## src/rtl/mpk_pkg.sv

```systemverilog
package mpk_pkg;
  localparam int BYTE_W = 8;
  localparam int HEAD_BYTES = 3;
  localparam logic [BYTE_W-1:0] HEAD_IDLE = 8'h87;
  localparam int MOT_LIM = 127;

  typedef logic [BYTE_W-1:0] byte_t;

  // Header byte: buttons are active low in the three lowest bits.
  function automatic byte_t head_byte(input logic [2:0] pressed);
    byte_t b;
    b = HEAD_IDLE;
    b[2] = ~pressed[2];
    b[1] = ~pressed[1];
    b[0] = ~pressed[0];
    return b;
  endfunction

  // Symmetric saturation of a wide signed value, then truncation.
  function automatic byte_t sat_byte(input logic signed [31:0] v);
    logic signed [31:0] c;
    if (v > MOT_LIM) c = MOT_LIM;
    else if (v < -MOT_LIM) c = -MOT_LIM;
    else c = v;
    return c[BYTE_W-1:0];
  endfunction
endpackage

```

## src/rtl/mpk_shape.sv

```systemverilog
module mpk_shape #(
  parameter int MOT_W = 10
) (
  input  logic [MOT_W-1:0] dx,
  input  logic [MOT_W-1:0] dy,
  input  logic [2:0]       btn,
  output mpk_pkg::byte_t   head_b,
  output mpk_pkg::byte_t   x_b,
  output mpk_pkg::byte_t   y_b
);
  import mpk_pkg::*;
  localparam int EXT_W = 32 - MOT_W;

  logic signed [31:0] dx_ext;
  logic signed [31:0] dy_ext;
  logic signed [31:0] dy_neg;

  always_comb begin
    dx_ext = {{EXT_W{dx[MOT_W-1]}}, dx};
    dy_ext = {{EXT_W{dy[MOT_W-1]}}, dy};
    dy_neg = -dy_ext;
    head_b = head_byte(btn);
    x_b    = sat_byte(dx_ext);
    y_b    = sat_byte(dy_neg);
  end
endmodule

```

## src/rtl/mpk_hold.sv

```systemverilog
module mpk_hold (
  input  logic           clk,
  input  logic           rst_n,
  input  logic           load,
  input  mpk_pkg::byte_t head_in,
  input  mpk_pkg::byte_t x_in,
  input  mpk_pkg::byte_t y_in,
  output mpk_pkg::byte_t head_q,
  output mpk_pkg::byte_t x_q,
  output mpk_pkg::byte_t y_q
);
  always_ff @(posedge clk) begin
    if (!rst_n) begin
      head_q <= mpk_pkg::HEAD_IDLE;
      x_q    <= '0;
      y_q    <= '0;
    end else if (load) begin
      head_q <= head_in;
      x_q    <= x_in;
      y_q    <= y_in;
    end
  end
endmodule

```

## src/rtl/mpk_seq.sv

```systemverilog
module mpk_seq #(
  parameter int PKT_LEN = 5,
  localparam int IDX_W = $clog2(PKT_LEN)
) (
  input  logic             clk,
  input  logic             rst_n,
  input  logic             ev_valid,
  input  logic             out_ready,
  output logic             ev_ready,
  output logic             busy,
  output logic             take,
  output logic             fire,
  output logic             done,
  output logic [IDX_W-1:0] idx
);
  localparam logic [IDX_W-1:0] LAST = IDX_W'(PKT_LEN - 1);

  logic busy_q;
  logic [IDX_W-1:0] idx_q;

  assign ev_ready = ~busy_q;
  assign busy     = busy_q;
  assign idx      = idx_q;
  assign take     = ev_valid & ~busy_q;
  assign fire     = busy_q & out_ready;
  assign done     = fire & (idx_q == LAST);

  always_ff @(posedge clk) begin
    if (!rst_n) begin
      busy_q <= 1'b0;
      idx_q  <= '0;
    end else if (take) begin
      busy_q <= 1'b1;
      idx_q  <= '0;
    end else if (done) begin
      busy_q <= 1'b0;
      idx_q  <= '0;
    end else if (fire) begin
      idx_q  <= idx_q + 1'b1;
    end
  end
endmodule

```

## src/rtl/mouse_pkt_enc.sv

```systemverilog
module mouse_pkt_enc #(
  parameter int MOT_W = 10,
  parameter int TAIL_BYTES = 2,
  localparam int PKT_LEN = mpk_pkg::HEAD_BYTES + TAIL_BYTES,
  localparam int IDX_W = $clog2(PKT_LEN)
) (
  input  logic             clk,
  input  logic             rst_n,
  input  logic             ev_valid,
  output logic             ev_ready,
  input  logic [MOT_W-1:0] ev_dx,
  input  logic [MOT_W-1:0] ev_dy,
  input  logic [2:0]       ev_btn,
  output logic             out_valid,
  input  logic             out_ready,
  output logic [7:0]       out_data
);
  import mpk_pkg::*;

  // Named internal events, also observed by the checker.
  logic             ev_take;
  logic             byte_fire;
  logic             pkt_done;
  logic             busy;
  logic [IDX_W-1:0] byte_idx;

  byte_t head_c, x_c, y_c;
  byte_t head_q, x_q, y_q;
  byte_t slot [PKT_LEN];

  mpk_shape #(.MOT_W(MOT_W)) u_shape (
    .dx(ev_dx), .dy(ev_dy), .btn(ev_btn),
    .head_b(head_c), .x_b(x_c), .y_b(y_c)
  );

  mpk_hold u_hold (
    .clk(clk), .rst_n(rst_n), .load(ev_take),
    .head_in(head_c), .x_in(x_c), .y_in(y_c),
    .head_q(head_q), .x_q(x_q), .y_q(y_q)
  );

  mpk_seq #(.PKT_LEN(PKT_LEN)) u_seq (
    .clk(clk), .rst_n(rst_n), .ev_valid(ev_valid), .out_ready(out_ready),
    .ev_ready(ev_ready), .busy(busy), .take(ev_take), .fire(byte_fire),
    .done(pkt_done), .idx(byte_idx)
  );

  assign slot[0] = head_q;
  assign slot[1] = x_q;
  assign slot[2] = y_q;
  for (genvar t = HEAD_BYTES; t < PKT_LEN; t++) begin : g_tail
    assign slot[t] = '0;
  end

  assign out_valid = busy;
  assign out_data  = slot[byte_idx];
endmodule

```

## config.mk

```make
export PLATFORM = sky130hd
export DESIGN_NAME = mouse_pkt_enc
export DESIGN_NICKNAME = d
export VERILOG_FILES = /design/src/rtl/mpk_pkg.sv /design/src/rtl/mpk_shape.sv /design/src/rtl/mpk_hold.sv /design/src/rtl/mpk_seq.sv /design/src/rtl/mouse_pkt_enc.sv
export SDC_FILE = /design/constraint.sdc
export NUM_CORES = 1
export LEC_CHECK = 0
export BUFFER_PORTS_ARGS = -buffer_cell sky130_fd_sc_hd__buf_2
export CAP_MARGIN = 10
export CORE_MARGIN = 4
export CORE_UTILIZATION = 35
export CTS_CLUSTER_SIZE = 40
export DETAILED_ROUTE_END_ITERATION = 10
export HOLD_SLACK_MARGIN = 0.02
export PLACE_DENSITY = 0.57
export SLEW_MARGIN = 20
export SYNTH_ARGS = -nofsm -noshare
export SYNTH_HDL_FRONTEND = slang
export SYNTH_HIERARCHICAL = 1
export SYNTH_SLANG_ARGS = --single-unit
```

## constraint.sdc

```tcl
create_clock -name clk -period 3.7 [get_ports clk]
set_input_delay 1.11 -clock clk [delete_from_list [all_inputs] [get_ports clk]]
set_output_delay 1.11 -clock clk [all_outputs]
set_load 0.02 [all_outputs]
```

==> results.md <==
* Status: finished clean
* Hold_buf cts at 0
* DR DRC count at 0
* Drt via density at 4.90
* Via count at 1764
* Syn Inst Count at 249
* Switching Share at 0.285
* Filler Cells Inserted at 652
* Vias in the first global route at 1714
* Simple-gate share of the synthesized area at 0.323
* R2R Path End: u_hold/head_q[2]
* P_sw at 196 µW
* Worst EP arrival at 3580 ps
* CP startpoint kind: input port
* Pin count of the biggest net entering global routing at 27
* Setup Buffers After CTS at 0
* Clock buffer depth at 2
* Synth area leaders: dfxtp_1 (26%), mux2i_1 (12%), nor2b_1 (6.9%), ha_1 (5.8%), a211oi_1 (4.1%)
* Post-CTS sizing at 0
* TritonRoute pass-1 iters at 4
* DRT iter0 DRCs at 47
* Full die area at 7530 µm²
* # rows at 28
* Utilization after layout at 0.412
* Xor/xnor cell area share of the yosys netlist at 0.0282
* Fraction of layout cells with a size suffix above 1 at 0.260
* Antenna diodes at 0
* Data required time of the worst path at 3880 ps
* Worst min-delay path startpoint: u_hold/head_q[0]
* Cell variety after synth at 52
* Min cycle time layout at 3400 ps
* Pwr Total at 689 µW
* Fin Clk Skew at 1.33 ps
* Initial Util at 0.365
* Most used DFF post-synth: dfxtp_1
* Part of the Yosys area used for sequential elements at 0.258
* Worst hold slack at 472 ps
* Antenna-violating nets left at 0
* First-pass GRT wire length at 7650 µm
* R2r startpoint: u_seq/busy
* Crit-path max FO at 9
* Total CTS buffers at 3
* Core Area at 5960 µm²
* Slew Viols, Final at 0
* Clk pwr share at 0.272
* Hold EP: u_hold/head_q[0]
* Post-DP HPWL at 3380 µm
* Root Driver: clkbuf_8
* Largest stage delay, worst path at 470 ps
* Die Y at 86.8 µm
* Flop pwr share at 0.480
* WHS Path Cells at 2
* Avg Inst Size Synth at 8.72 µm²
* Final setup fails at 0
* Final net count at 323
* Tot GR Track Use at 0.124
* Yosys top cell area share at 0.258
* Routability cong. at 0.830
* Slowest cell on crit path: or4bb_1
* Max-Cap Viols at 0
* Peak VDD IR at 169 µV
* Worst Setup End Kind: flop
* Combinational share of power at 0.249
* Reg2reg path depth at 4
* Synth Area in Compound Gates at 0.119
* Yosys reg bits at 28
* Number of synthesized flops with an enable pin at 0
* GRT Residual Overflow at 0
* Synth warn at 6
* Synth-to-Final Area Change at 12.8%
* Final Hold Vio Count at 0
* Crit path kind: in2reg
* Largest family of logic cells by synthesized area: simple AND/OR/NAND/NOR gates
* Max Freq at 294 MHz
* Leakage at 0.980 nW
* Wire length per cell at 12.2 µm
* CTS tree: built
* CP Cell Sequence: buf_2 -> nor4_4 -> buf_4 -> nand3_1 -> ha_1 -> or4bb_1 -> nor4_1 -> o221ai_2 -> o21ai_0 -> nand2_1 -> mux2i_1 -> nor2b_1
* Normalized max-slew margin at 0.656
* Clk pin slew, worst setup/hold paths at 90 ps
* Period utilisation layout at 0.919
* Clock Sinks at 28
* Multiplexer share of the synthesized area at 0.115
* Routed Wire Length at 4390 µm
* Post-synthesis adder-cell area fraction at 0.0576
* Hold crit path type: reg2reg
* Post-synth ARST share at 0
* Internal power at 492 µW
* Cell taking the most area after synthesis: dfxtp_1
* Slew at the pin closest to its max-slew limit at 514 ps
* RSZ-0062 raised after global routing: no
* Syn Std Cell Area at 2170 µm²
* Num ports at 37
* Clk_lat worst skew at 270 ps
* Reg2Reg Setup Slack at 2380 ps
* Pwr Density at 281 nW/µm²
* H-tree Lvls at 1
* Number of I/O port buffers at 36
* Initial antenna violation count at 0
* Die Width at 86.8 µm
-- cell type report --
class | instances | area, µm² | area share
multi-input combinational | 190 | 1420 | 0.579
sequential | 28 | 561 | 0.229
clock buffer | 4 | 55.1 | 0.0225
inverter | 16 | 60.1 | 0.0245
tap | 75 | 93.8 | 0.0383
timing repair buffer | 47 | 263 | 0.107
-- cell usage in the layout, fill, tap and decap left out, types with 2 or more instances in the layout --
cell type and n:
dfxtp_1 28, nand4_1 3, a211oi_2 2, o21ai_0 2, buf_4 11, nor3_1 2
nand2b_1 6, nor2b_1 23, mux2i_1 25, nor4_1 5, xnor2_1 3, buf_2 36
nor2_1 23, conb_1 5, a211oi_1 12, nor4_4 2, nand2_1 13, nand2b_4 4
inv_1 16, nor2b_2 5, ha_1 10, or3_1 2, nor4bb_1 2, a21oi_1 5
nand3_1 8, xor2_1 4, clkbuf_8 4, a31oi_1 2
-- worst max path at each step --
| stage | start | to | slack [ps] | depth (start not counted) |
|---|---|---|---|---|
| floorplan | ev_dy[7] | u_hold/y_q[6] | 280 | 11 |
| global placement | ev_dy[5] | u_hold/y_q[6] | 100 | 12 |
| detailed placement | ev_dy[5] | u_hold/y_q[6] | -20 | 12 |
| CTS | ev_dy[5] | u_hold/y_q[6] | 290 | 12 |
| global route | ev_dy[7] | u_hold/y_q[6] | 30 | 12 |
| finish | ev_dy[5] | u_hold/y_q[6] | 300 | 12 |
-- power groups by stage --
| stage | logic, mW | registers, mW | clock network, mW |
|---|---|---|---|
| after floorplan | 0.128 | 0.336 | 0 |
| after global placement | 0.172 | 0.337 | 0 |
| after detailed placement | 0.173 | 0.337 | 0 |
| after CTS | 0.173 | 0.330 | 0.195 |
| after global routing | 0.193 | 0.332 | 0.208 |
| final | 0.171 | 0.330 | 0.187 |
-- per-stage QoR --
step                instance area (µm²)  cells  TNS (ps)  setup WS, ps
floorplan                          2180    252         0           280
global placement                   2400    356         0          98.3
detailed placement                 2400    356     -18.0         -18.0
CTS                                2450    360         0           295
global route                       2450    360         0          26.6
finish                             2450    360         0           299
-- cell families after synthesis --
group | Yosys count
xor gates and xnor gates | 7
DFF | 28
muxes | 25
AOI/OAI and AO/OA | 33
and+or+nand+nor | 110
buffers and inverters | 34
adders and majority gates | 10
other | 2
-- Yosys cell counts (4+ instances only) --
master    number
nor2b_2        4
nand3_1        8
xor2_1         4
nor2b_1       24
buf_4          6
inv_1         16
ha_1          10
nor4_1         5
mux2i_1       25
clkbuf_1       6
nor2_1        23
a211oi_1      12
nand2_1       13
nand2b_4       4
nand2b_1       6
dfxtp_1       28
a21oi_1        5
-- layer usage --
layer	vias up	share of wire	global-route usage	wire length, µm
li1	935	-	-	-
met5	-	0	0	0
met2	24	0.47	0.207	2060
met1	803	0.49	0.169	2170
met3	2	0.034	0.0200	150
met4	0	0.0018	0.0212	8
-- flip-flops by register name, indices dropped and copies added (netlist names) --
name,cells
u_hold/head_q,8
u_hold/y_q,8
u_seq/idx,3
u_hold/x_q,8
u_seq/busy,1
-- worst max-delay path, delay by kind of cell --
| kind | cells | cell delay (ps) |
|---|---|---|
| multiplexers | 1 | 130 |
| adder cells (fa/ha/maj) | 1 | 290 |
| buffers and inverters | 2 | 310 |
| AND/OR/NAND/NOR | 6 | 1310 |
| AO/OA/AOI/OAI | 2 | 420 |
(Power assumes the default switching activity.)
